[config.mk]
export PLATFORM = sky130hd
export DESIGN_NAME = strobe_watchdog
export DESIGN_NICKNAME = d
export VERILOG_FILES = /design/src/rtl/swdt_pkg.sv /design/src/rtl/swdt_prescaler.sv /design/src/rtl/swdt_datapath.sv /design/src/rtl/swdt_control.sv /design/src/rtl/strobe_watchdog.sv
export SDC_FILE = /design/constraint.sdc
export NUM_CORES = 1
export LEC_CHECK = 0
export BUFFER_PORTS_ARGS = -buffer_cell sky130_fd_sc_hd__buf_2
export CAP_MARGIN = 10
export CORE_UTILIZATION = 40
export DETAILED_ROUTE_END_ITERATION = 10
export PLACE_DENSITY = 0.68
export SYNTH_ARGS = -nofsm -noshare
export SYNTH_HDL_FRONTEND = slang
export SYNTH_SLANG_ARGS = --single-unit
export TNS_END_PERCENT = 30
[constraint.sdc]
create_clock -name clk -period 2.4 [get_ports clk]
set_clock_uncertainty 0.1 [all_clocks]
set_input_delay 0.48 -clock clk [delete_from_list [all_inputs] [get_ports clk]]
set_output_delay 0.48 -clock clk [all_outputs]
set_load 0.01 [all_outputs]
[src/rtl/swdt_pkg.sv]
package swdt_pkg;
  // Strobes sent by the control to the datapath each cycle
  typedef struct packed {
    logic reload;     // copy load register into counter
    logic decrement;  // count down by one
  } swdtCtl_t;
endpackage

[src/rtl/swdt_prescaler.sv]
module swdt_prescaler #(
  parameter int OSC_DIV = 1024,
  parameter int SEC_DIV = 32
) (
  input  logic clk,
  input  logic rstN,
  input  logic oscTick,
  output logic wdTick,
  output logic secTick
);
  localparam int PRE_W = $clog2(OSC_DIV);
  localparam int SEC_W = $clog2(SEC_DIV);
  localparam logic [PRE_W-1:0] PRE_LAST = PRE_W'(OSC_DIV - 1);
  localparam logic [SEC_W-1:0] SEC_LAST = SEC_W'(SEC_DIV - 1);

  logic [PRE_W-1:0] preCnt;
  logic [SEC_W-1:0] secCnt;

  assign wdTick  = oscTick && (preCnt == PRE_LAST);
  assign secTick = wdTick && (secCnt == SEC_LAST);

  always_ff @(posedge clk) begin
    if (!rstN) begin
      preCnt <= '0;
    end else if (oscTick) begin
      preCnt <= wdTick ? '0 : preCnt + 1'b1;
    end
  end

  always_ff @(posedge clk) begin
    if (!rstN) begin
      secCnt <= '0;
    end else if (wdTick) begin
      secCnt <= secTick ? '0 : secCnt + 1'b1;
    end
  end
endmodule

[src/rtl/swdt_datapath.sv]
module swdt_datapath
  import swdt_pkg::*;
#(
  parameter int LOAD_W = 6
) (
  input  logic              clk,
  input  logic              rstN,
  input  logic              loadWrite,
  input  logic [LOAD_W-1:0] loadData,
  input  swdtCtl_t          ctl,
  output logic [LOAD_W-1:0] count,
  output logic              countIsZero,
  output logic              countIsOne,
  output logic              loadIsZero
);
  logic [LOAD_W-1:0] loadQ;
  logic [LOAD_W-1:0] countQ;

  always_ff @(posedge clk) begin
    if (!rstN) begin
      loadQ <= '0;
    end else if (loadWrite) begin
      loadQ <= loadData;
    end
  end

  always_ff @(posedge clk) begin
    if (!rstN) begin
      countQ <= '0;
    end else if (ctl.reload) begin
      countQ <= loadQ;
    end else if (ctl.decrement) begin
      countQ <= countQ - 1'b1;
    end
  end

  assign count       = countQ;
  assign countIsZero = (countQ == '0);
  assign countIsOne  = (countQ == LOAD_W'(1));
  assign loadIsZero  = (loadQ == '0);
endmodule

[src/rtl/swdt_control.sv]
module swdt_control
  import swdt_pkg::*;
(
  input  logic     clk,
  input  logic     rstN,
  input  logic     wdTick,
  input  logic     wrEn,
  input  logic     wrStrobe,
  input  logic     wrClearFlag,
  input  logic     intEnable,
  input  logic     powerGood,
  input  logic     recallDone,
  input  logic     countIsZero,
  input  logic     countIsOne,
  input  logic     loadIsZero,
  output swdtCtl_t ctl,
  output logic     flag,
  output logic     irq
);
  logic strobeQ;
  logic setFlag;
  logic clrFlag;

  // Strobe bit: set by a write, gone one cycle later
  always_ff @(posedge clk) begin
    if (!rstN) strobeQ <= 1'b0;
    else       strobeQ <= wrEn && wrStrobe;
  end

  always_comb begin
    ctl.reload    = strobeQ;
    ctl.decrement = wdTick && !strobeQ && !countIsZero && !loadIsZero;
  end

  assign setFlag = ctl.decrement && countIsOne;
  assign clrFlag = wrEn && wrClearFlag;

  always_ff @(posedge clk) begin
    if (!rstN)        flag <= 1'b0;
    else if (setFlag) flag <= 1'b1;
    else if (clrFlag) flag <= 1'b0;
  end

  assign irq = flag && intEnable && powerGood && recallDone;
endmodule

[src/rtl/strobe_watchdog.sv]
module strobe_watchdog
  import swdt_pkg::*;
#(
  parameter int OSC_DIV = 1024,
  parameter int SEC_DIV = 32,
  parameter int LOAD_W  = 6
) (
  input  logic              clk,
  input  logic              rstN,
  input  logic              oscTick,
  input  logic              wrEn,
  input  logic [LOAD_W-1:0] wrLoad,
  input  logic              wrStrobe,
  input  logic              wrClearFlag,
  input  logic              intEnable,
  input  logic              powerGood,
  input  logic              recallDone,
  output logic [LOAD_W-1:0] wdCount,
  output logic              wdFlag,
  output logic              irqOut,
  output logic              secTick
);
  swdtCtl_t ctl;
  logic wdTick;
  logic countIsZero;
  logic countIsOne;
  logic loadIsZero;

  swdt_prescaler #(.OSC_DIV(OSC_DIV), .SEC_DIV(SEC_DIV)) pre (
    .clk(clk), .rstN(rstN), .oscTick(oscTick),
    .wdTick(wdTick), .secTick(secTick)
  );

  swdt_control ctrl (
    .clk(clk), .rstN(rstN), .wdTick(wdTick),
    .wrEn(wrEn), .wrStrobe(wrStrobe), .wrClearFlag(wrClearFlag),
    .intEnable(intEnable), .powerGood(powerGood), .recallDone(recallDone),
    .countIsZero(countIsZero), .countIsOne(countIsOne), .loadIsZero(loadIsZero),
    .ctl(ctl), .flag(wdFlag), .irq(irqOut)
  );

  swdt_datapath #(.LOAD_W(LOAD_W)) dp (
    .clk(clk), .rstN(rstN), .loadWrite(wrEn), .loadData(wrLoad), .ctl(ctl),
    .count(wdCount), .countIsZero(countIsZero), .countIsOne(countIsOne),
    .loadIsZero(loadIsZero)
  );
endmodule

# Yosys cells after proc, flatten, opt, wreduce, memory -nomap -nowiden
# Index checks and enable logic that the tools add are counted.
dict set report totals {
  register_bits 29
  inputBits 15
  output_inout_bits 9
  word_cells 36
}
dict set report op_classes {
  n_addsub 3
  n_eq_ne 3
  n_mux 6
  reduce_logical 18
}
# cell n
set op_table {}
lappend op_table {{$logic_not 6->1} 2}
lappend op_table {{$mux 6} 2}
lappend op_table {{$logic_and 1x1->1} 11}
lappend op_table {{$add 10x1->10 const B} 1}
lappend op_table {{$eq 10x10->1 const B} 1}
lappend op_table {{$mux 10} 1}
lappend op_table {{$eq 6x1->1 const B} 1}
lappend op_table {{$sub 6x1->6 const B} 1}
lappend op_table {{$add 5x1->5 const B} 1}
lappend op_table {{$eq 5x5->1 const B} 1}
lappend op_table {{$mux 5} 1}
lappend op_table {{$reduce_bool 2->1} 2}
lappend op_table {{$logic_not 1->1} 3}
lappend op_table {{$mux 1} 2}

# Logic depth before layout (Yosys ltp)
dict set report depth {
  word_depth 7
  depth_mapped 7
}

# Modules after synthesis
# A second synthesis with hierarchy kept.
dict set report hier_totals {
  cells_unflattened 149
  area_unflattened_um2 1435.1
}
# module instances cells_per_inst area_per_inst_um2 seq_area_each_um2
set modules_own_cells {}
lappend modules_own_cells {swdt_prescaler 1 77 734.5 300.3}
lappend modules_own_cells {swdt_datapath 1 63 594.3 240.2}
lappend modules_own_cells {swdt_control 1 9 106.4 40.0}

# Worst setup path after synthesis
# Ideal clock, no wire load.
dict set report synth_timing {
  path_type {reg2out}
  from {register pre.preCnt[0]}
  to {output port secTick}
  t_arrival_ns 1.342
  slack_ns 0.478
  path_stages_with_launch 7
  cell_sequence {dfxtp_1 > ha_1 > and4_1 > buf_6 > and4_1 > buf_2 > and2_1}
}
dict set report synth_between {
  elab_chain_len 3
}
# item line
set synth_lines {}
lappend synth_lines {{start, declared} swdt_prescaler.sv:16} ;# logic [PRE_W-1:0] preCnt;
lappend synth_lines {{start signal, assigned} swdt_prescaler.sv:26} ;# preCnt <= wdTick ? '0 : preCnt + 1'b1;
lappend synth_lines {{$eq 10x10->1} swdt_prescaler.sv:19} ;# assign wdTick = oscTick && (preCnt == PRE_LAST);
lappend synth_lines {{$logic_and 1x1->1} swdt_prescaler.sv:19}
lappend synth_lines {{$logic_and 1x1->1} swdt_prescaler.sv:20} ;# assign secTick = wdTick && (secCnt == SEC_LAST);
lappend synth_lines {{end, declared} strobe_watchdog.sv:21} ;# output logic secTick
# Every way passes these cells.

# Worst setup path after layout
dict set report layout_timing {
  from {register pre.secCnt[0]}
  to {output port secTick}
}
dict set report layout_between {
  elab_chain_len 2
}
# item line
set layout_lines {}
lappend layout_lines {{start, declared} swdt_prescaler.sv:17} ;# logic [SEC_W-1:0] secCnt;
lappend layout_lines {{start signal, assigned} swdt_prescaler.sv:34} ;# secCnt <= secTick ? '0 : secCnt + 1'b1;
lappend layout_lines {{$eq 5x5->1} swdt_prescaler.sv:20}
lappend layout_lines {{$logic_and 1x1->1} swdt_prescaler.sv:20}
# Every way passes these cells.

==> reports/metrics.csv <==
metric;value;unit
worst_pin_slew;0.585;ns
crit_required;1.82;ns
cts_buffer_depth;2;
nFillCells;365;
crit_chain;ha_1 -> and3_1 -> ha_1 -> and2_1 -> buf_2;
power;0.863;mW
ys.warnings.count;0;
grt_use_met1;20.4;%
netlist_area;1410;um^2
io_buffers;23;
power.switching;0.226;mW
cpPeakStageDelay;0.36;ns
drt_wl_total;2940;um
globalRouteMet3Util;7.35;%
grt_overflow;0;
io_pins;24;
final_nets;205;
regArea;581;um^2
fp.dieW;61.4;um
cts_sinks;29;
clkTransAtPathRegs;0.09;ns
p_int;0.637;mW
fin_util;48.1;%
dieArea;3770;um^2
cts-buffers-inserted;5;
finalWorstSetupSlack;0.166;ns
finalHoldViolCount;0;
met2_usage;27.8;%
fin_tns_setup;0;ns
min-delay-path-class;input pin to flip-flop;
slew_headroom;61.0;%
die_h;61.4;um
async_reset_ff_share;0;%
period_needed;2.23;ns
ys_top_cells_by_area;dfxtp_1 41%, ha_1 5.3%, nor2_1 4.8%;
cp_slowest_cell;dfxtp_1;
initial_core_util;42.0;%
grt_max_degree;15;
cts_tree;built;
syn_inst;159;
multi_input_area;779;um^2
clkLatencyLatePin;0.33;ns
status;finished, final reports clean;
cts-root-buf;clkbuf_4;
avgSynthCellArea;8.88;um^2
antenna_found_initial;0;
syn_to_final_growth;14.5;%
maxCapViolCount;0;
cts_setup_buffers;0;
drv_slew;0;
critPathMaxFanout;7;
ys_dominant_reg_cell;dfxtp_1;
synth-edff-count;0;
ys_seq_area_share;41.1;%
drtPass1Iterations;4;
yosys.area.top_type_share;41.1;%
htreeDepth;2;
layout-drive-gt1-share;18.9;%
synth_fp_nets;180;
antenna_left;0;
p_sw_share;26.2;%
seqPwrFrac;58.6;%
vias_per_cell;5.26;
p_comb_share;8.7;%
synth_top_area_cell;dfxtp_1;
synth.distinct_cells;40;
wl_per_cell;12.7;um
finalCritPeriodShare;93.1;%
path_common_cell;ha_1;
dp_hpwl;2150;um
rows;21;
ys_ff_latch;29;
startpoint_type;flip-flop;
cts_hold_buf;0;
report.final.setup_viol;0;
power.share.clock;32.7;%
grt_pass1_wl;4620;um
rsz0062_at_grt;no;
drc_errors;0;
power.leakage;0.685;nW
max_freq;448;MHz
path_class;flip-flop to output port;
first_iter_violations;56;
grt_pass1_vias;1073;
vias;1214;
grt.busiest_layer;met2;
irDropWorstVdd;0.000215;V
diodes;0;
worst_setup_path_end_kind;output port;
dp_slack;0.367;ns
grt.total_usage;17.5;%
cp.arrival;1.65;ns
place_congestion;0.841;
core_area;3360;um^2
powerDensity;533;nW/um^2
-- critical path: cells and delay by family (launching register included) --
family,cells,cell delay (ns)
flops,1,0.36
buf+inv,1,0.13
fa+ha+maj,2,0.49
simple gates,2,0.35
-- per-stage QoR --
stage          instances  cell area [um^2]  hold slack [ns]
6_report             231              1620            0.276
5_1_grt              231              1620            0.263
4_1_cts              231              1620            0.263
3_5_place_dp         223              1560            0.356
3_3_place_gp         223              1560            0.348
2_1_floorplan        159              1410            0.336
-- cells by family after synthesis --
| logic type | after synthesis | share of synthesized area (%) |
|---|---|---|
| AND/OR/NAND/NOR | 72 | 28.7 |
| flip-flops | 29 | 41.1 |
| AO/OA/AOI/OAI | 25 | 11.0 |
| buffers and inverters | 12 | 3.90 |
| XOR/XNOR | 8 | 4.96 |
| multiplexers | 7 | 5.05 |
| adder cells (fa/ha/maj) | 6 | 5.31 |
-- what timing repair did --
action | in CTS | in global routing
setup endpoints to repair | 0 | 1
resized for setup | 0 | 2
endpoints found under the hold margin | 0 | 0
-- synth_stat cells, drive strengths merged (2+ instances only) --
master	instances
a21oi	8
a31oi	5
and3	4
and4	7
buf	3
clkbuf	4
dfxtp	29
ha	6
inv	4
mux2i	6
nand2	11
nand3	9
nand3b	2
nand4	6
nor2	18
nor3	4
nor3b	2
o21ai	4
or3	2
xnor2	2
xor2	6
-- sequential cells by signal, indices dropped and copies added (netlist names) --
name,cells
ctrl.strobeQ,1
dp.count,6
ctrl.flag,1
dp.loadQ,6
pre.secCnt,5
pre.preCnt,10
-- worst paths after layout --
path / from / to / slack (ns) / depth (start not counted)
setup / recovery: pre.secCnt[0]$_SDFFE_PN0N_ / secTick / 0.17 / 5
hold / removal: wrLoad[3] / dp.loadQ[3]$_SDFFE_PN0P_ / 0.28 / 3
setup reg to reg: dp.count[1]$_SDFFE_PN0P_ / dp.count[1]$_SDFFE_PN0P_ / 0.43 / 6
hold reg to reg: ctrl.flag$_SDFFE_PN0P_ / ctrl.flag$_SDFFE_PN0P_ / 0.36 / 2
-- cell type report --
class / instances / share of cell area (%)
multi-input cells: 118 / 48.2
inverters: 5 / 1.16
flip-flops and latches: 29 / 35.9
clock buffers: 6 / 2.55
repair buffers: 25 / 8.04
clock inverters: 2 / 0.619
well taps: 46 / 3.56
-- layer usage --
metal | wire length (um) | part of all wire (%)
met1 | 1390 | 47
met2 | 1370 | 47
met3 | 130 | 4.4
met4 | 51 | 1.7
met5 | 0 | 0
-- power by group through the flow --
| stage | combinational, mW | sequential (mW) | clock (mW) |
|---|---|---|---|
| 3_5_place_dp | 0.0744 | 0.517 | 0 |
| 4_1_cts | 0.0748 | 0.506 | 0.299 |
| 2_1_floorplan | 0.0488 | 0.514 | 0 |
| 6_report | 0.0747 | 0.506 | 0.282 |
| 5_1_grt | 0.0844 | 0.508 | 0.326 |
| 3_3_place_gp | 0.0714 | 0.517 | 0 |
-- placed cells by master, fill, tap and decap left out, types with 2 or more instances in the layout --
master,n
xor2_1,6
dfxtp_1,29
clkinv_2,2
xnor2_1,2
mux2i_1,6
nor2_1,18
and4_1,6
ha_1,6
a31oi_1,5
or3_1,2
inv_1,4
nand3b_1,2
nand3_1,9
nand4_1,5
clkbuf_4,5
o21ai_0,4
and3_1,4
buf_2,23
a21oi_1,8
nor3b_1,2
nor3_1,4
buf_4,2
nand2_1,11
(Power assumes the default switching activity.)
